<file path="src/rtl/mdio_pkg.sv">
package mdio_pkg;
  localparam int REG_W    = 16;
  localparam int ADDR_W   = 5;
  localparam int EVT_W    = REG_W / 2;
  localparam int HDR_BITS = 2 + 2 * ADDR_W;
  localparam int POL_BIT  = 9;

  localparam logic [1:0] OP_RD = 2'b10;
  localparam logic [1:0] OP_WR = 2'b01;

  localparam logic [ADDR_W-1:0] RA_CTRL = 5'h00;
  localparam logic [ADDR_W-1:0] RA_STAT = 5'h01;
  localparam logic [ADDR_W-1:0] RA_ID1  = 5'h02;
  localparam logic [ADDR_W-1:0] RA_ID2  = 5'h03;
  localparam logic [ADDR_W-1:0] RA_ADV  = 5'h04;
  localparam logic [ADDR_W-1:0] RA_IRQ  = 5'h1B;
  localparam logic [ADDR_W-1:0] RA_PCTL = 5'h1F;

  typedef enum logic [2:0] {
    ST_IDLE, ST_START, ST_HDR, ST_TA0, ST_TA1, ST_DATA
  } mdio_state_e;

  function automatic logic [1:0] hdr_op(input logic [HDR_BITS-1:0] h);
    return h[HDR_BITS-1 -: 2];
  endfunction

  function automatic logic [ADDR_W-1:0] hdr_phy(input logic [HDR_BITS-1:0] h);
    return h[2*ADDR_W-1 -: ADDR_W];
  endfunction

  function automatic logic [ADDR_W-1:0] hdr_reg(input logic [HDR_BITS-1:0] h);
    return h[ADDR_W-1:0];
  endfunction

  function automatic logic [EVT_W-1:0] cond_next(input logic [EVT_W-1:0] cond,
                                                 input logic [EVT_W-1:0] evt,
                                                 input logic clr);
    return (clr ? '0 : cond) | evt;
  endfunction

  function automatic logic irq_level(input logic [EVT_W-1:0] en,
                                     input logic [EVT_W-1:0] cond,
                                     input logic pol_high);
    logic act;
    act = |(en & cond);
    return pol_high ? act : ~act;
  endfunction
endpackage

</file>
<file path="src/rtl/mdio_frame_rx.sv">
module mdio_frame_rx
  import mdio_pkg::*;
#(
  parameter int PRE_ONES = 32
) (
  input  logic              clk,
  input  logic              rst_n,
  input  logic [ADDR_W-1:0] phy_addr,
  input  logic              mdio_i,
  input  logic [REG_W-1:0]  rd_data,
  output logic [ADDR_W-1:0] rd_addr,
  output logic              rd_strobe,
  output logic              wr_en,
  output logic [ADDR_W-1:0] wr_addr,
  output logic [REG_W-1:0]  wr_data,
  output logic              mdio_o,
  output logic              mdio_oe
);
  localparam int PW = $clog2(PRE_ONES + 1);
  localparam logic [PW-1:0] PRE_MAX = PW'(PRE_ONES);
  localparam logic [3:0] HDR_LAST = 4'(HDR_BITS - 1);
  localparam logic [3:0] DATA_LAST = 4'(REG_W - 1);

  mdio_state_e          state_q;
  logic [PW-1:0]        pre_q;
  logic [3:0]           cnt_q;
  logic [HDR_BITS-1:0]  hdr_q;
  logic [HDR_BITS-1:0]  hdr_nxt;
  logic [REG_W-1:0]     sh_q;
  logic                 is_rd_q, is_wr_q;
  logic [ADDR_W-1:0]    reg_q;
  logic                 hdr_done, addr_hit, acc_rd, acc_wr;

  assign hdr_nxt  = {hdr_q[HDR_BITS-2:0], mdio_i};
  assign hdr_done = (state_q == ST_HDR) && (cnt_q == HDR_LAST);
  assign addr_hit = (hdr_phy(hdr_nxt) == phy_addr);
  assign acc_rd   = hdr_done && addr_hit && (hdr_op(hdr_nxt) == OP_RD);
  assign acc_wr   = hdr_done && addr_hit && (hdr_op(hdr_nxt) == OP_WR);

  assign rd_addr   = hdr_reg(hdr_nxt);
  assign rd_strobe = acc_rd;
  assign wr_addr   = reg_q;
  assign wr_data   = {sh_q[REG_W-2:0], mdio_i};
  assign wr_en     = (state_q == ST_DATA) && (cnt_q == DATA_LAST) && is_wr_q;

  assign mdio_oe = is_rd_q && ((state_q == ST_TA1) || (state_q == ST_DATA));
  assign mdio_o  = (state_q == ST_DATA) ? sh_q[REG_W-1] : 1'b0;

  always_ff @(posedge clk or negedge rst_n) begin
    if (!rst_n) begin
      state_q <= ST_IDLE;
      pre_q   <= '0;
      cnt_q   <= '0;
      hdr_q   <= '0;
      sh_q    <= '0;
      is_rd_q <= 1'b0;
      is_wr_q <= 1'b0;
      reg_q   <= '0;
    end else begin
      unique case (state_q)
        ST_IDLE: begin
          if (mdio_i) begin
            if (pre_q != PRE_MAX) pre_q <= pre_q + 1'b1;
          end else begin
            pre_q <= '0;
            if (pre_q == PRE_MAX) state_q <= ST_START;
          end
        end
        ST_START: begin
          cnt_q   <= '0;
          state_q <= mdio_i ? ST_HDR : ST_IDLE;
        end
        ST_HDR: begin
          hdr_q <= hdr_nxt;
          cnt_q <= cnt_q + 1'b1;
          if (hdr_done) begin
            state_q <= ST_TA0;
            is_rd_q <= acc_rd;
            is_wr_q <= acc_wr;
            reg_q   <= hdr_reg(hdr_nxt);
            if (acc_rd) sh_q <= rd_data;
          end
        end
        ST_TA0: state_q <= ST_TA1;
        ST_TA1: begin
          state_q <= ST_DATA;
          cnt_q   <= '0;
        end
        ST_DATA: begin
          sh_q  <= {sh_q[REG_W-2:0], mdio_i};
          cnt_q <= cnt_q + 1'b1;
          if (cnt_q == DATA_LAST) begin
            state_q <= ST_IDLE;
            pre_q   <= '0;
            is_rd_q <= 1'b0;
            is_wr_q <= 1'b0;
          end
        end
        default: state_q <= ST_IDLE;
      endcase
    end
  end
endmodule

</file>
<file path="src/rtl/mdio_irq.sv">
module mdio_irq
  import mdio_pkg::*;
(
  input  logic             clk,
  input  logic             rst_n,
  input  logic [EVT_W-1:0] evt_i,
  input  logic             clr,
  input  logic             en_wr,
  input  logic [EVT_W-1:0] en_data,
  input  logic             pol_high,
  output logic [EVT_W-1:0] en_q,
  output logic [EVT_W-1:0] cond_q,
  output logic             irq_o
);
  always_ff @(posedge clk or negedge rst_n) begin
    if (!rst_n) begin
      en_q   <= '0;
      cond_q <= '0;
    end else begin
      cond_q <= cond_next(cond_q, evt_i, clr);
      if (en_wr) en_q <= en_data;
    end
  end

  assign irq_o = irq_level(en_q, cond_q, pol_high);
endmodule

</file>
<file path="src/rtl/mdio_regbank.sv">
module mdio_regbank
  import mdio_pkg::*;
#(
  parameter logic [REG_W-1:0] RST_CTRL = 16'h3100,
  parameter logic [REG_W-1:0] RST_ADV  = 16'h01E1,
  parameter logic [REG_W-1:0] RST_PCTL = 16'h0000,
  parameter logic [REG_W-1:0] STAT_VAL = 16'h7809,
  parameter logic [REG_W-1:0] ID1_VAL  = 16'h1234,
  parameter logic [REG_W-1:0] ID2_VAL  = 16'h5A71
) (
  input  logic              clk,
  input  logic              rst_n,
  input  logic [ADDR_W-1:0] rd_addr,
  input  logic              rd_strobe,
  input  logic              wr_en,
  input  logic [ADDR_W-1:0] wr_addr,
  input  logic [REG_W-1:0]  wr_data,
  input  logic [EVT_W-1:0]  irq_en,
  input  logic [EVT_W-1:0]  irq_cond,
  output logic [REG_W-1:0]  rd_data,
  output logic              irq_clr,
  output logic              irq_en_wr,
  output logic [EVT_W-1:0]  irq_en_data,
  output logic              pol_high
);
  localparam int NUM_RW   = 3;
  localparam int IDX_PCTL = 2;
  localparam logic [ADDR_W-1:0] RW_ADDR [NUM_RW] = '{RA_CTRL, RA_ADV, RA_PCTL};
  localparam logic [REG_W-1:0]  RW_RST  [NUM_RW] = '{RST_CTRL, RST_ADV, RST_PCTL};

  logic [REG_W-1:0] rw_q [NUM_RW];

  for (genvar g = 0; g < NUM_RW; g++) begin : g_rw
    always_ff @(posedge clk or negedge rst_n) begin
      if (!rst_n) rw_q[g] <= RW_RST[g];
      else if (wr_en && (wr_addr == RW_ADDR[g])) rw_q[g] <= wr_data;
    end
  end

  assign pol_high    = rw_q[IDX_PCTL][POL_BIT];
  assign irq_clr     = rd_strobe && (rd_addr == RA_IRQ);
  assign irq_en_wr   = wr_en && (wr_addr == RA_IRQ);
  assign irq_en_data = wr_data[REG_W-1:EVT_W];

  always_comb begin
    rd_data = '0;
    unique case (rd_addr)
      RA_STAT: rd_data = STAT_VAL;
      RA_ID1:  rd_data = ID1_VAL;
      RA_ID2:  rd_data = ID2_VAL;
      RA_IRQ:  rd_data = {irq_en, irq_cond};
      default: rd_data = '0;
    endcase
    for (int i = 0; i < NUM_RW; i++) begin
      if (rd_addr == RW_ADDR[i]) rd_data = rw_q[i];
    end
  end
endmodule

</file>
<file path="src/rtl/mdio_intr_slave.sv">
module mdio_intr_slave
  import mdio_pkg::*;
#(
  parameter int PRE_ONES = 32
) (
  input  logic       mdc,
  input  logic       rst_n,
  input  logic [4:0] phy_addr,
  input  logic       mdio_i,
  output logic       mdio_o,
  output logic       mdio_oe,
  input  logic [7:0] evt_i,
  output logic       irq_o
);
  logic [ADDR_W-1:0] rd_addr, wr_addr;
  logic              rd_strobe, wr_en;
  logic [REG_W-1:0]  rd_data, wr_data;
  logic [EVT_W-1:0]  irq_en, irq_cond, irq_en_data;
  logic              irq_clr, irq_en_wr, pol_high;

  mdio_frame_rx #(.PRE_ONES(PRE_ONES)) u_frame (
    .clk(mdc), .rst_n(rst_n), .phy_addr(phy_addr), .mdio_i(mdio_i),
    .rd_data(rd_data), .rd_addr(rd_addr), .rd_strobe(rd_strobe),
    .wr_en(wr_en), .wr_addr(wr_addr), .wr_data(wr_data),
    .mdio_o(mdio_o), .mdio_oe(mdio_oe)
  );

  mdio_regbank u_bank (
    .clk(mdc), .rst_n(rst_n), .rd_addr(rd_addr), .rd_strobe(rd_strobe),
    .wr_en(wr_en), .wr_addr(wr_addr), .wr_data(wr_data),
    .irq_en(irq_en), .irq_cond(irq_cond), .rd_data(rd_data),
    .irq_clr(irq_clr), .irq_en_wr(irq_en_wr), .irq_en_data(irq_en_data),
    .pol_high(pol_high)
  );

  mdio_irq u_irq (
    .clk(mdc), .rst_n(rst_n), .evt_i(evt_i), .clr(irq_clr),
    .en_wr(irq_en_wr), .en_data(irq_en_data), .pol_high(pol_high),
    .en_q(irq_en), .cond_q(irq_cond), .irq_o(irq_o)
  );
endmodule

</file>
<file path="config.mk">
export PLATFORM = sky130hd
export DESIGN_NAME = mdio_intr_slave
export DESIGN_NICKNAME = d
export VERILOG_FILES = /design/src/rtl/mdio_pkg.sv /design/src/rtl/mdio_frame_rx.sv /design/src/rtl/mdio_irq.sv /design/src/rtl/mdio_regbank.sv /design/src/rtl/mdio_intr_slave.sv
export SDC_FILE = /design/constraint.sdc
export NUM_CORES = 1
export LEC_CHECK = 0
export ABC_AREA = 1
export BUFFER_PORTS_ARGS = -buffer_cell sky130_fd_sc_hd__buf_2
export CAP_MARGIN = 30
export CORE_MARGIN = 2
export CORE_UTILIZATION = 55
export DETAILED_ROUTE_END_ITERATION = 8
export GPL_TIMING_DRIVEN = 0
export PLACE_DENSITY = 0.79
export SETUP_SLACK_MARGIN = 0.5
export SKIP_CTS_REPAIR_TIMING = 1
export SYNTH_ARGS = -nofsm -noshare
export SYNTH_HDL_FRONTEND = slang
export SYNTH_HIERARCHICAL = 1
export SYNTH_SLANG_ARGS = --single-unit
</file>
<file path="constraint.sdc">
create_clock -name mdc -period 5.1 [get_ports mdc]
set_clock_uncertainty 0.2 [all_clocks]
set_input_delay 0.51 -clock mdc [delete_from_list [all_inputs] [get_ports mdc]]
set_output_delay 0.51 -clock mdc [all_outputs]
set_load 0.005 [all_outputs]
</file>
* Word level (Yosys, flattened, before mapping)
Index checks and enable logic that the tools add are counted.
** Storage, ports and cells
- ROM bits :: 0
- Register bits after elaboration :: 111
- Logic and storage cells :: 98
- Bits in latches :: 0
- Memories kept :: 0
- Bits in writable memories :: 0
- Output and inout port bits :: 3
** Cells by class
- Eq/ne operators :: 27
- Shifts and indexed selects :: 0
- Bitwise operators :: 3
- Reductions and logical operators :: 27
- Mux-type cells :: 26
- $mul :: 0
- Order comparisons :: 0
- $add $sub $neg :: 2
- Div/mod/pow operators :: 0
** Operators with widths (count)
- 16-bit two-way mux :: 5
- 16-bit one-hot mux with 4 select lines :: 1
- 16-bit one-hot mux with 2 select lines :: 1
- 5-bit == test (second input constant) :: 4
- 6-bit two-way mux :: 3
- 3-bit one-hot mux with 6 select lines :: 1
- 1-bit logical AND :: 12
- 3-bit two-way mux :: 4
- 6-bit one-hot mux with 2 select lines :: 1
- 5-bit by 2-bit == test with 1-bit output (second input constant) :: 2
- 5-bit by 3-bit == test with 1-bit output (second input constant) :: 2
- 5-bit logical NOT :: 2
- 3-bit AND reduction :: 3
- 8-bit bitwise AND :: 1
- 4-bit == test (second input constant) :: 2
- 8-bit two-way mux :: 1
- 8-bit OR :: 1
- 4-bit one-hot mux with 2 select lines :: 1
- 8-bit OR reduction :: 1
- 6-bit by 1-bit adder with 6-bit output (second input constant) :: 1
- 3-bit by 2-bit == test with 1-bit output (second input constant) :: 2
- 3-bit == test (second input constant) :: 2
- 6-bit == test (second input constant) :: 1
- 2-bit by 1-bit != test with 1-bit output (second input constant) :: 3
- other kinds (19) :: 28

* Logic depth before layout (Yosys ltp)
Gate-level depths: netlist (run 1).
- Depth in word-level cells :: 8
- Gate-level depth with buffers :: 13
- Gate-level depth less buffers :: 10

* Modules after synthesis
The synthesis (run 1) kept the hierarchy.
** Modules (own cells, without submodules)
- mdio_regbank :: area each 2675.1 um^2, cells an instance 353, sequential area each 1211.2 um^2, times used 1
- mdio_frame_rx :: area each 2595.0 um^2, cells an instance 345, sequential area each 1176.1 um^2, times used 1
- mdio_irq :: area each 699.4 um^2, cells an instance 61, sequential area each 400.4 um^2, times used 1

* Least setup slack after synthesis (run 1)
OpenSTA, ideal clock, no wires.
- Path kind :: flip-flop to flip-flop
- Start point :: register u_frame.state_q[1]
- End point :: register u_irq.en_q[0]
- Path slack :: 2763 ps
- Period minus slack after synthesis :: 2337 ps
- Required time :: 4775 ps
- Library setup time :: 125 ps
- Data arrival time :: 2011 ps
- Stages on the path, launching flop included :: 12
- Cell sequence :: dfrtp_1 > inv_1 > nand3_4 > inv_2 > buf_2 > nand2_1 > nor2_1 > inv_2 > nor3_2 > nor3b_1 > buf_6 > mux2_4
** Between the ends
- Longest elaborated chain between the ends :: 4
** RTL lines
- start: declaration :: line mdio_frame_rx.sv:24 : mdio_state_e state_q;
- start signal: assignment :: line mdio_frame_rx.sv:71 : state_q <= mdio_i ? ST_HDR : ST_IDLE;
- 3-bit == test :: line mdio_frame_rx.sv:44 : assign wr_en = (state_q == ST_DATA) && (cnt_q == DATA_LAST) && is_wr_q;
- 1-bit logical AND (2 in a row) :: line mdio_frame_rx.sv:44
- net wr_en :: line mdio_intr_slave.sv:16 : logic rd_strobe, wr_en;
- 1-bit logical AND :: line mdio_regbank.sv:42 : assign irq_en_wr = wr_en && (wr_addr == RA_IRQ);
- net irq_en_wr :: line mdio_intr_slave.sv:19 : logic irq_clr, irq_en_wr, pol_high;
- end signal: assignment :: line mdio_irq.sv:21 : if (en_wr) en_q <= en_data;
- end: declaration :: line mdio_irq.sv:11 : output logic [EVT_W-1:0] en_q,
The timed path passes the listed nets, and every way through them passes these cells.
A chain may end at the register's enable or synchronous reset.

* Worst setup path after layout (run 1)
- Start point :: register u_frame.state_q[1]
- End point :: register u_bank/rw_q[41] in the netlist's numbering
** Between the ends
- Longest elaborated chain between the ends :: 4
** RTL lines
- 3-bit == test :: line mdio_frame_rx.sv:44
- 1-bit logical AND (2 in a row) :: line mdio_frame_rx.sv:44
- net wr_en :: line mdio_intr_slave.sv:16
- 1-bit logical AND :: line mdio_regbank.sv:36 : else if (wr_en && (wr_addr == RW_ADDR[g])) rw_q[g] <= wr_data;
- end signal: indexed assignment :: line mdio_regbank.sv:35 : if (!rst_n) rw_q[g] <= RW_RST[g];
- end signal: indexed assignment :: line mdio_regbank.sv:36
- end: declaration :: line mdio_regbank.sv:31 : logic [REG_W-1:0] rw_q [NUM_RW];
The timed path passes the listed nets, and every way through them passes these cells.

==> results of run 1 <==
-- metrics by stage --
stage / hold slack [ps] / util (%) / area [µm²] / power [µW]
finish: 116.0 / 60.68 / 6491 / 1503
global route: 91.79 / 60.68 / 6491 / 1567
CTS: -26.92 / 60.58 / 6481 / 1521
detailed placement: 270.0 / 58.56 / 6265 / 956.7
global placement: 261.9 / 58.28 / 6235 / 952.6
floorplan: 14.41 / - / 5969 / 923.8
-- cell families after synthesis --
kind of cell	after synthesis	share of synthesized area [%]
simple gates	400	29.78
buf+inv	142	12.11
flops	111	46.70
compound gates	91	8.174
mux	8	2.012
xor+xnor	4	0.5870
fa+ha+maj	3	0.6289
-- cell usage after synthesis (2+ instances only) --
master                     number
sky130_fd_sc_hd__nand2_1      250
sky130_fd_sc_hd__dfrtp_1      103
sky130_fd_sc_hd__inv_1         76
sky130_fd_sc_hd__o21ai_0       65
sky130_fd_sc_hd__nand3_1       59
sky130_fd_sc_hd__nor2_1        43
sky130_fd_sc_hd__buf_4         34
sky130_fd_sc_hd__nand4_1       28
sky130_fd_sc_hd__clkbuf_1      11
sky130_fd_sc_hd__o21ai_1       11
sky130_fd_sc_hd__buf_2          9
sky130_fd_sc_hd__dfstp_2        8
sky130_fd_sc_hd__mux2_4         8
sky130_fd_sc_hd__o21bai_1       8
sky130_fd_sc_hd__buf_6          4
sky130_fd_sc_hd__inv_2          4
sky130_fd_sc_hd__ha_1           3
sky130_fd_sc_hd__nor2_2         3
sky130_fd_sc_hd__nor2_4         3
sky130_fd_sc_hd__xor2_1         3
sky130_fd_sc_hd__a21oi_1        2
sky130_fd_sc_hd__buf_1          2
sky130_fd_sc_hd__nand2_4        2
sky130_fd_sc_hd__nand3_2        2
sky130_fd_sc_hd__nand3_4        2
sky130_fd_sc_hd__nor3_2         2
sky130_fd_sc_hd__o31ai_1        2
-- worst max-delay path: stages, from the launching register on --
cell                       delay, ps
sky130_fd_sc_hd__dfrtp_1         420
sky130_fd_sc_hd__inv_1           150
sky130_fd_sc_hd__nand3_4         150
sky130_fd_sc_hd__inv_2           170
sky130_fd_sc_hd__buf_2           240
sky130_fd_sc_hd__nand2_1          70
sky130_fd_sc_hd__nor2_1          130
sky130_fd_sc_hd__inv_2           130
sky130_fd_sc_hd__nor3_1          150
sky130_fd_sc_hd__nand3_1         230
sky130_fd_sc_hd__clkbuf_1        330
sky130_fd_sc_hd__o21ai_0         260
-- where the power goes --
part	total, µW	internal [µW]	switching, µW
Combinational	54.4	18.6	35.9
Sequential	885	882	2.59
Clock	563	258	305
-- worst min-delay path by stage --
stage / from / endpoint / slack (ps) / depth (start not counted)
6_report: evt_i[0] / u_irq/cond_q[0] / 120 / 2
5_1_grt: evt_i[3] / u_irq/cond_q[3] / 90 / 2
4_1_cts: rst_n / u_irq/en_q[4] / -30 / 1
3_5_place_dp: u_bank/rw_q[16] / u_bank/rw_q[16] / 270 / 2
3_3_place_gp: u_bank/rw_q[16] / u_bank/rw_q[16] / 260 / 2
2_1_floorplan: rst_n / u_bank/pol_high / 10 / 0
-- per-layer routing --
layer  share of wire, %  wire [µm]  GRT usage [%]  up-vias
met2                 46       6224          39.49      153
li1                   -          -              -     2448
met4                2.6        354          9.432        0
met3                6.0        800          5.726       24
met5                  0          0              0        -
met1                 45       6031          34.56     2323
-- layout by cell type (no fill, tap or decap), types with 8 or more instances in the layout --
master and instances:
sky130_fd_sc_hd__nand2_1 250, sky130_fd_sc_hd__dfrtp_1 103, sky130_fd_sc_hd__inv_1 76, sky130_fd_sc_hd__o21ai_0 65, sky130_fd_sc_hd__nand3_1 59, sky130_fd_sc_hd__nor2_1 43
sky130_fd_sc_hd__buf_4 35, sky130_fd_sc_hd__nand4_1 28, sky130_fd_sc_hd__buf_2 26, sky130_fd_sc_hd__clkbuf_8 12, sky130_fd_sc_hd__clkbuf_1 11, sky130_fd_sc_hd__o21ai_1 11
sky130_fd_sc_hd__dfstp_2 8, sky130_fd_sc_hd__o21bai_1 8, sky130_fd_sc_hd__mux2_4 8
-- state kept, by name, indices dropped and copies added, names as in the netlist --
name / count
u_frame/sh_q: 16
u_frame/wr_addr: 5
u_irq/en_q: 8
u_frame/cnt_q: 4
u_frame/is_rd_q: 1
u_bank/pol_high: 1
u_irq/cond_q: 8
u_frame/hdr_q: 11
u_frame/state_q: 3
u_frame/pre_q: 6
u_bank/rw_q: 47
u_frame/is_wr_q: 1
-- final cells by class --
class	count	share of cell area, %
Sequential cell	111	42.95
Timing Repair Buffer	20	2.005
Buffer	62	6.515
Multi-Input combinational cell	506	37.88
Clock inverter	5	1.002
Clock buffer	11	2.332
Inverter	80	4.626
Tap cell	140	2.699
==> impl_metrics.env, run 1 <==
export IMPL_synth_enable_flop_cells=0
export IMPL_crit_path_category="reg -> reg"
export IMPL_outcome="complete, no violations"
export IMPL_grt_pass1_vias=4722
export IMPL_prevailing_post_synth_register_cell="sky130_fd_sc_hd__dfrtp_1"
export IMPL_cp_arrival_ps=2820
export IMPL_synthesized_cell_area_um2=5969
export IMPL_r2r_setup_slack_ps=2380
export IMPL_vdd_ir_drop_max_mv=0.2391
export IMPL_achievable_frequency_mhz=367.7
export IMPL_first_pass_iteration_count_of_the_detailed_router=5
export IMPL_synthesis_nets=778
export IMPL_endpoint="u_bank/rw_q[41]"
export IMPL_setup_violations_final=0
export IMPL_post_synth_cell_area_avg_um2=7.865
export IMPL_worstReg2RegEnd="u_bank/rw_q[41]"
export IMPL_area_growth_pct=8.740
export IMPL_worstMarginPinSlew_ps=713.0
export IMPL_ctsLongestPathBuffers=2
export IMPL_vias_per_cell=5.292
export IMPL_stdcell_count=935
export IMPL_netlist_instances=759
export IMPL_drt_antenna_violating_nets=0
export IMPL_grt_overflow_total=0
export IMPL_holdCritPathClass="in -> reg"
export IMPL_nets=809
export IMPL_initial_utilization_pct=55.80
export IMPL_fin_tns_setup_ps=0
export IMPL_fp_dieW_um=108.2
export IMPL_finalWirelength_um=13410
export IMPL_cts_tree="yes"
export IMPL_crit_required_ps=5200
export IMPL_ctsRootBufferMaster="sky130_fd_sc_hd__clkbuf_8"
export IMPL_final_critical_path_setup_slack_ps=2380
export IMPL_dpl_cell_count=918
export IMPL_tritoncts_num_buffers=9
export IMPL_synthTopCellsByArea="sky130_fd_sc_hd__dfrtp_1 (43%), sky130_fd_sc_hd__nand2_1 (16%), sky130_fd_sc_hd__o21ai_0 (5.4%)"
export IMPL_async_reset_ff_share_pct=100.0
export IMPL_timing_slew_headroom_pct=52.47
export IMPL_detailedRoute_firstIterationViolations=351
export IMPL_num_fill_cells=940
export IMPL_place_congestion=0.9457
export IMPL_die_height_um=108.2
export IMPL_detailroute_via_count=4948
export IMPL_max_slew_vio_count=0
export IMPL_grt_start_max_net_pins=58
export IMPL_die_area_um2=11700
export IMPL_grt_first_pass_wirelength_um=23010
export IMPL_core_rowCount=38
export IMPL_antenna_found_initial=0
export IMPL_htreeDepth=3
export IMPL_final_period_utilization_pct=53.33
export IMPL_total_leakage_power_uw=0.003303
export IMPL_yosys_area_top_type="sky130_fd_sc_hd__dfrtp_1"
export IMPL_end_kind="flip-flop"
export IMPL_cp_startpoint="u_frame/state_q[1]"
export IMPL_clk_transition_reported_paths_ps=100
export IMPL_final_layout_size_suffix_gt1_share_pct=15.35
export IMPL_grt_use_total_pct=25.27
export IMPL_routed_wire_length_per_instance_um=14.34
export IMPL_path_max_fanout=10
export IMPL_power_density_nw_per_um2=231.5
export IMPL_antenna_cells_inserted=0
export IMPL_yosys_register_bits=111
export IMPL_setup_worst_path_start_class="flip-flop"
export IMPL_synth_distinct_cells=39
export IMPL_synth_seq_area_share_pct=46.70
export IMPL_reg2reg_from="u_frame/state_q[1]"
export IMPL_finalHoldViolations=0
export IMPL_place_worst_setup_slack_ps=2437
export IMPL_area_used_by_multi_input_combinational_logic_um2=2459
export IMPL_synth_warning_count=6
export IMPL_core_region_area_um2=10700
export IMPL_number_of_max_capacitance_violations_reported=0
export IMPL_min_period_ps=2720
export IMPL_clkLatencyLatePin_ps=390
export IMPL_number_of_cells_on_the_worst_reg_to_reg_path=11
export IMPL_synth_top_area_share_pct=43.18
export IMPL_hpwlAfterDp_um=10010
export IMPL_rsz0062_at_grt="false"
export IMPL_boundaryPins=19
export IMPL_ff_latch_area_um2=2788
export IMPL_placement_io_buffers=18
export IMPL_clkSinkCount=111
export IMPL_drcViolationCount=0
Note: power is estimated with default switching activity, not from simulation.
==> inputs of run 2 (changes only) <==
--- a/config.mk
+++ b/config.mk
@@ -5,14 +5,14 @@
 export SDC_FILE = /design/constraint.sdc
 export NUM_CORES = 1
 export LEC_CHECK = 0
-export ABC_AREA = 1
+export ABC_AREA = 0
 export BUFFER_PORTS_ARGS = -buffer_cell sky130_fd_sc_hd__buf_2
 export CAP_MARGIN = 30
 export CORE_MARGIN = 2
 export CORE_UTILIZATION = 55
 export DETAILED_ROUTE_END_ITERATION = 8
 export GPL_TIMING_DRIVEN = 0
-export PLACE_DENSITY = 0.79
+export PLACE_DENSITY = 0.82
 export SETUP_SLACK_MARGIN = 0.5
 export SKIP_CTS_REPAIR_TIMING = 1
 export SYNTH_ARGS = -nofsm -noshare
==> constraint.sdc (replaced) <==
create_clock -name mdc -period 2.3 [get_ports mdc]
set_clock_uncertainty 0.2 [all_clocks]
set_input_delay 0.23 -clock mdc [delete_from_list [all_inputs] [get_ports mdc]]
set_output_delay 0.23 -clock mdc [all_outputs]
set_load 0.005 [all_outputs]
==> run 2 against run 1 <==
Compared with the run above:
- the flow now finishes with violations (negative setup slack)
- utilization rose by 11 points
- hold slack lost 48 ps
- maximum frequency is 9.0% higher
- flip-flop and latch count is the same
- synthesized area fell by 3.9%
- die area is 3.8% lower
==> impl_metrics.env, run 2 <==
export IMPL_outcome="complete, but fails checks"
export IMPL_failing_checks="negative setup slack"
export IMPL_cts_tree="yes"
export IMPL_htreeDepth=3
export IMPL_async_reset_ff_share_pct=100.0
export IMPL_power_switching_uw=908.3
export IMPL_worstMarginPinSlew_ps=588.6
export IMPL_fp_dieW_um=106.1
export IMPL_die_area_um2=11260
export IMPL_grt_pass1_vias=4196
export IMPL_clkSinkCount=111
export IMPL_post_synth_cell_area_avg_um2=11.22
export IMPL_clock_power_share_pct=36.8
export IMPL_number_of_cells_on_the_worst_reg_to_reg_path=8
export IMPL_die_height_um=106.1
export IMPL_crit_required_ps=2380
export IMPL_worstReg2RegEnd="u_bank/rw_q[10]"
export IMPL_grt_start_max_net_pins=70
export IMPL_drt_antenna_violating_nets=0
export IMPL_initial_utilization_pct=56.06
export IMPL_achievable_frequency_mhz=400.7
export IMPL_synth_warning_count=6
export IMPL_antenna_found_initial=0
export IMPL_yosys_area_top_type="sky130_fd_sc_hd__dfrtp_1"
export IMPL_crit_path_category="reg -> reg"
export IMPL_grt_use_total_pct=24.78
export IMPL_placement_io_buffers=17
export IMPL_power_density_nw_per_um2=513.6
export IMPL_layout_common_cells="sky130_fd_sc_hd__dfrtp_1 (100), sky130_fd_sc_hd__buf_4 (56), sky130_fd_sc_hd__mux2_4 (54)"
export IMPL_setup_violations_final=33
export IMPL_first_pass_iteration_count_of_the_detailed_router=5
export IMPL_grt_overflow_total=0
export IMPL_cp_slowest_cell="sky130_fd_sc_hd__dfrtp_2"
export IMPL_detailedRoute_firstIterationViolations=358
export IMPL_ctsRootBufferMaster="sky130_fd_sc_hd__clkbuf_8"
export IMPL_boundaryPins=19
export IMPL_ctsLongestPathBuffers=2
export IMPL_routed_wire_length_per_instance_um=21.59
export IMPL_area_growth_pct=28.66
export IMPL_end_kind="flip-flop"
export IMPL_final_layout_size_suffix_gt1_share_pct=44.33
export IMPL_vias_per_cell=6.246
export IMPL_cp_arrival_ps=2580
export IMPL_core_region_area_um2=10230
export IMPL_clk_transition_reported_paths_ps=110
export IMPL_total_leakage_power_uw=0.003446
export IMPL_holdCritPathClass="in -> reg"
export IMPL_met1_length_um=6410
export IMPL_final_period_utilization_pct=108.5
export IMPL_number_of_max_capacitance_violations_reported=0
export IMPL_synth_enable_flop_cells=0
export IMPL_drcViolationCount=0
export IMPL_hpwlAfterDp_um=9131
export IMPL_final_util_pct=72.13
export IMPL_max_slew_vio_count=0
export IMPL_antenna_cells_inserted=0
export IMPL_rsz0062_at_grt="true"
export IMPL_finalWirelength_um=15890
export IMPL_reg_largest_list="u_bank/rw_q x47, u_frame/sh_q x16, u_frame/hdr_q x11"
export IMPL_tritoncts_num_buffers=9
export IMPL_met3_length_um=1135
export IMPL_reg2reg_from="u_frame/state_q[1]"
export IMPL_regMostFlops="u_bank/rw_q"
export IMPL_final_common_cell="sky130_fd_sc_hd__dfrtp_1"
export IMPL_place_congestion=0.8776
export IMPL_yosys_cell_count_top_type="sky130_fd_sc_hd__dfrtp_1"
export IMPL_fin_tns_setup_ps=-3562
export IMPL_endpoint="u_bank/rw_q[10]"
export IMPL_core_rowCount=37
export IMPL_vdd_ir_drop_max_mv=0.4655
export IMPL_cp_startpoint="u_frame/state_q[1]"
export IMPL_grt_first_pass_wirelength_um=21610
export IMPL_min_period_ps=2496
export IMPL_path_max_fanout=8
export IMPL_nets=614
export IMPL_switching_share_pct=23.97
export IMPL_synth_distinct_cells=59
export IMPL_netlist_instances=511
export IMPL_synth_seq_area_share_pct=48.60
export IMPL_synth_top_area_share_pct=44.94
export IMPL_setup_worst_path_start_class="flip-flop"
export IMPL_yosys_register_bits=111
export IMPL_post_synth_most_frequent_cells="sky130_fd_sc_hd__dfrtp_1 (103), sky130_fd_sc_hd__mux2_2 (52), sky130_fd_sc_hd__nand2_1 (40)"
export IMPL_synthesized_cell_area_um2=5736
export IMPL_max_stage_delay_ps=460
export IMPL_worstPathCellList="and3b_2 -> buf_8 -> and3_4 -> nand3_2 -> or3_4 -> buf_12 -> clkbuf_16 -> mux2_4"
export IMPL_comb_power_share_pct=9.4
export IMPL_clkLatencyLatePin_ps=390
export IMPL_detailroute_via_count=4597
export IMPL_timing_slew_headroom_pct=60.53
export IMPL_power_internal_uw=2882
export IMPL_final_critical_path_setup_slack_ps=-195.7
export IMPL_flip_flop_count_of_the_largest_register_all_copies_and_words_added=47
export IMPL_topRoutingLayerUsed="met4"
export IMPL_synthTopCellsByArea="sky130_fd_sc_hd__dfrtp_1 (45%), sky130_fd_sc_hd__mux2_2 (10%), sky130_fd_sc_hd__buf_4 (3.8%)"
export IMPL_r2r_setup_slack_ps=-200
export IMPL_route_met2_wl_um=7834
export IMPL_finalHoldViolations=0
export IMPL_synthesis_nets=530
export IMPL_p_seq_share_pct=53.8
export IMPL_prevailing_post_synth_register_cell="sky130_fd_sc_hd__dfrtp_1"
-- run 2: critical path, delay by kind of cell (launching register included) --
family	cells	cell delay, ps
and+or+nand+nor	4	1000
muxes	1	300
buffers and inverters	3	430
DFF	1	460
-- run 2: area by class of cell --
type	count	area [µm²]
well taps	136	170.2
multi-input cells	329	2977
repair buffers	73	670.6
clock inverters	6	108.9
inverters	12	48.80
fillers	622	2851
clock buffers	10	127.6
flip-flops and latches	111	2791
plain buffers	59	485.5
-- run 2: power groups by stage --
stage                     clock network, µW  registers, µW  logic, µW
after floorplan                           0           2060        197
after global placement                    0           2070        281
after detailed placement                  0           2070        297
after CTS                              1410           2030        299
after global routing                   1490           2050        386
final                                  1390           2040        356
-- run 2: logic make-up (layout without fill, tap and decap cells) --
group	Yosys count	after routing	synth area share [%]
adders and majority gates	3	3	0.6545
buffers and inverters	71	160	7.373
AOI/OAI and AO/OA	122	122	15.99
and+or+nand+nor	127	127	12.09
DFF	111	111	48.60
muxes	70	70	14.22
xor gates and xnor gates	7	7	1.069
-- run 2: how the worst min path moves through the flow --
stage	start	endpoint	slack [ps]	cells after the start
after global placement	evt_i[7]	u_irq/cond_q[7]	210	2
after floorplan	rst_n	u_bank/pol_high	-270	0
after detailed placement	rst_n	u_bank/rw_q[3]	70	1
after CTS	rst_n	u_bank/rw_q[17]	-360	1
final	mdio_i	u_frame/pre_q[1]	70	3
after global routing	mdio_i	u_frame/pre_q[1]	90	3
-- run 2: layer usage --
layer,up-vias,global-route usage (%)
met4,0,9.774
met3,41,5.273
li1,1992,-
met1,2336,33.20
met5,-,0
met2,228,39.51
-- run 2: through the flow --
stage               power (µW)  area, µm²  worst slack [ps]  cells  hold WS (ps)
finish                    3790       7380            -195.7    736         68.31
floorplan                 2258       5932            -1.277    511        -265.6
global route              3916       7380            -227.0    736         89.10
detailed placement        2370       6217            -266.8    665         69.89
global placement          2351       6187            -634.7    664         207.3
CTS                       3748       6454            -288.1    681        -361.6
==> inputs of run 3 (changes only) <==
--- a/config.mk
+++ b/config.mk
@@ -11,7 +11,7 @@
 export CORE_MARGIN = 2
 export CORE_UTILIZATION = 55
 export DETAILED_ROUTE_END_ITERATION = 8
-export GPL_TIMING_DRIVEN = 0
+export HOLD_SLACK_MARGIN = 0.1
 export PLACE_DENSITY = 0.82
 export SETUP_SLACK_MARGIN = 0.5
 export SKIP_CTS_REPAIR_TIMING = 1
==> run 3 against run 2 <==
Compared with the run above:
- the flow now finishes without violations
- hold slack improved by 110 ps
- flip-flop and latch count is the same
- cell area is 7.5% lower
- count of clock-buffer cells in the layout is 2 higher
- first-iteration DRC count down 6.7%
- global-route usage decreased by 0.39 points
- power down 8.9%
- critical path type unchanged
- largest cell class unchanged
==> impl_metrics.env, run 3 (synthesized netlist as in run 2, its figures left out) <==
export IMPL_final_common_cell="sky130_fd_sc_hd__dfrtp_1"
export IMPL_timing_slew_headroom_pct=61.23
export IMPL_holdCritPathClass="in -> async"
export IMPL_detailroute_via_count=4248
export IMPL_number_of_max_capacitance_violations_reported=0
export IMPL_core_region_area_um2=10230
export IMPL_reg2reg_from="u_frame/cnt_q[1]"
export IMPL_comb_power_share_pct=8.6
export IMPL_power_internal_uw=2559
export IMPL_min_period_ps=2200
export IMPL_grt_start_max_net_pins=43
export IMPL_hpwlAfterDp_um=8457
export IMPL_initial_utilization_pct=56.06
export IMPL_crit_path_category="reg -> reg"
export IMPL_setup_worst_path_start_class="flip-flop"
export IMPL_number_of_cells_on_the_worst_reg_to_reg_path=7
export IMPL_reg_largest_list="u_bank/rw_q x47, u_frame/sh_q x16, u_frame/hdr_q x11"
export IMPL_drt_antenna_violating_nets=0
export IMPL_finalWirelength_um=14380
export IMPL_dpl_instance_area_um2=6091
export IMPL_max_slew_vio_count=0
export IMPL_grt_use_total_pct=24.38
export IMPL_grt_overflow_total=0
export IMPL_boundaryPins=19
export IMPL_drcViolationCount=0
export IMPL_total_power_uw=3452
export IMPL_die_area_um2=11260
export IMPL_crit_required_ps=2370
export IMPL_layout_common_cells="sky130_fd_sc_hd__dfrtp_1 (102), sky130_fd_sc_hd__buf_4 (41), sky130_fd_sc_hd__nand2_1 (40)"
export IMPL_rsz0062_at_grt="true"
export IMPL_tritoncts_num_buffers=9
export IMPL_clkLatencyLatePin_ps=380
export IMPL_placement_io_buffers=18
export IMPL_switching_share_pct=25.85
export IMPL_htreeDepth=3
export IMPL_vias_per_cell=6.192
export IMPL_worstReg2RegEnd="u_bank/rw_q[3]"
export IMPL_die_height_um=106.1
export IMPL_antenna_cells_inserted=0
export IMPL_cts_tree="yes"
export IMPL_power_density_nw_per_um2=505.4
export IMPL_power_switching_uw=892.1
export IMPL_final_period_utilization_pct=95.64
export IMPL_finalHoldViolations=0
export IMPL_outcome="complete, no violations"
export IMPL_num_fill_cells=714
export IMPL_antenna_found_initial=0
export IMPL_grt_pass1_vias=4255
export IMPL_achievable_frequency_mhz=454.6
export IMPL_final_critical_path_setup_slack_ps=100.2
export IMPL_ctsLongestPathBuffers=2
export IMPL_fin_worst_hold_slack_ps=177.5
export IMPL_nets=564
export IMPL_cp_arrival_ps=2270
export IMPL_worstMarginPinSlew_ps=581.5
export IMPL_core_rowCount=37
export IMPL_first_pass_iteration_count_of_the_detailed_router=5
export IMPL_area_growth_pct=19.07
export IMPL_p_seq_share_pct=59.6
export IMPL_grt_first_pass_wirelength_um=21390
export IMPL_setup_violations_final=0
export IMPL_path_max_fanout=8
export IMPL_place_worst_setup_slack_ps=41.78
export IMPL_flip_flop_count_of_the_largest_register_all_copies_and_words_added=47
export IMPL_fp_dieW_um=106.1
export IMPL_final_layout_size_suffix_gt1_share_pct=40.00
export IMPL_place_congestion=0.9015
export IMPL_clk_transition_reported_paths_ps=100
export IMPL_routed_wire_length_per_instance_um=20.96
export IMPL_ctsRootBufferMaster="sky130_fd_sc_hd__clkbuf_8"
export IMPL_clkSinkCount=111
export IMPL_clock_power_share_pct=31.8
export IMPL_regMostFlops="u_bank/rw_q"
export IMPL_r2r_setup_slack_ps=100
export IMPL_total_leakage_power_uw=0.003107
export IMPL_vdd_ir_drop_max_mv=0.4734
export IMPL_dpl_cell_count=638
export IMPL_final_design_area_no_fill_um2=6829
export IMPL_stdcell_count=686
export IMPL_detailedRoute_firstIterationViolations=334
export IMPL_end_kind="flip-flop"
-- run 3: cell types whose count changed in the layout (fill, tap and decap cells not counted), sizes merged --
cell         change
clkbuf          -12
clkinvlp         +1
dlygate4sd3      -1
buf             -35
bufinv           -3
-- run 3: area by class of cell --
cell class | count | area (µm²) | share of cell area [%]
clock buffer | 12 | 145.1 | 2.125
clock inverter | 4 | 30.03 | 0.4397
inverter | 12 | 48.80 | 0.7145
multi-input combinational | 329 | 2870 | 42.03
sequential | 111 | 2789 | 40.84
tap | 136 | 170.2 | 2.492
timing repair buffer | 82 | 775.7 | 11.36
-- run 3: worst max-delay path: stages, from the launching register on --
cell and delay (ps):
sky130_fd_sc_hd__dfrtp_1 410, sky130_fd_sc_hd__ha_4 160, sky130_fd_sc_hd__and3_4 170, sky130_fd_sc_hd__and3_4 200, sky130_fd_sc_hd__nand3_2 90, sky130_fd_sc_hd__or3_4 380
sky130_fd_sc_hd__clkbuf_16 190, sky130_fd_sc_hd__mux2_2 290
-- run 3: power groups by stage --
stage / Sequential [µW] / Clock (µW) / Combinational (µW)
global route: 2070 / 1180 / 322
detailed placement: 2090 / 0 / 255
floorplan: 2060 / 0 / 197
finish: 2060 / 1100 / 296
CTS: 2050 / 1120 / 255
global placement: 2090 / 0 / 246
-- run 3: worst max-delay path by stage --
stage	to	start	cells after the start	slack, ps
4_1_cts	u_irq/cond_q[2]	u_frame/state_q[0]	7	-2
3_3_place_gp	u_bank/rw_q[8]	u_frame/cnt_q[1]	7	130
3_5_place_dp	u_irq/cond_q[2]	u_frame/state_q[0]	7	40
6_report	u_bank/rw_q[3]	u_frame/cnt_q[1]	7	100
5_1_grt	u_bank/rw_q[7]	u_frame/cnt_q[1]	7	60
2_1_floorplan	u_bank/pol_high	u_frame/state_q[1]	8	-1
-- run 3: layer usage --
metal	part of all wire, %	vias to the layer above	wire length (µm)	track usage, %
met2	51	131	7368	40.93
met5	0	-	0	0
met4	2.7	0	393	8.741
met3	4.7	42	669	5.763
li1	-	1893	-	-
met1	41	2182	5947	30.88
-- run 3: metrics by stage --
step | TNS (ps) | utilization, %
6_report | 0 | 66.75
5_1_grt | 0 | 66.75
4_1_cts | -2.272 | 61.25
3_5_place_dp | 0 | 59.53
3_3_place_gp | 0 | 59.53
2_1_floorplan | -12.77 | -
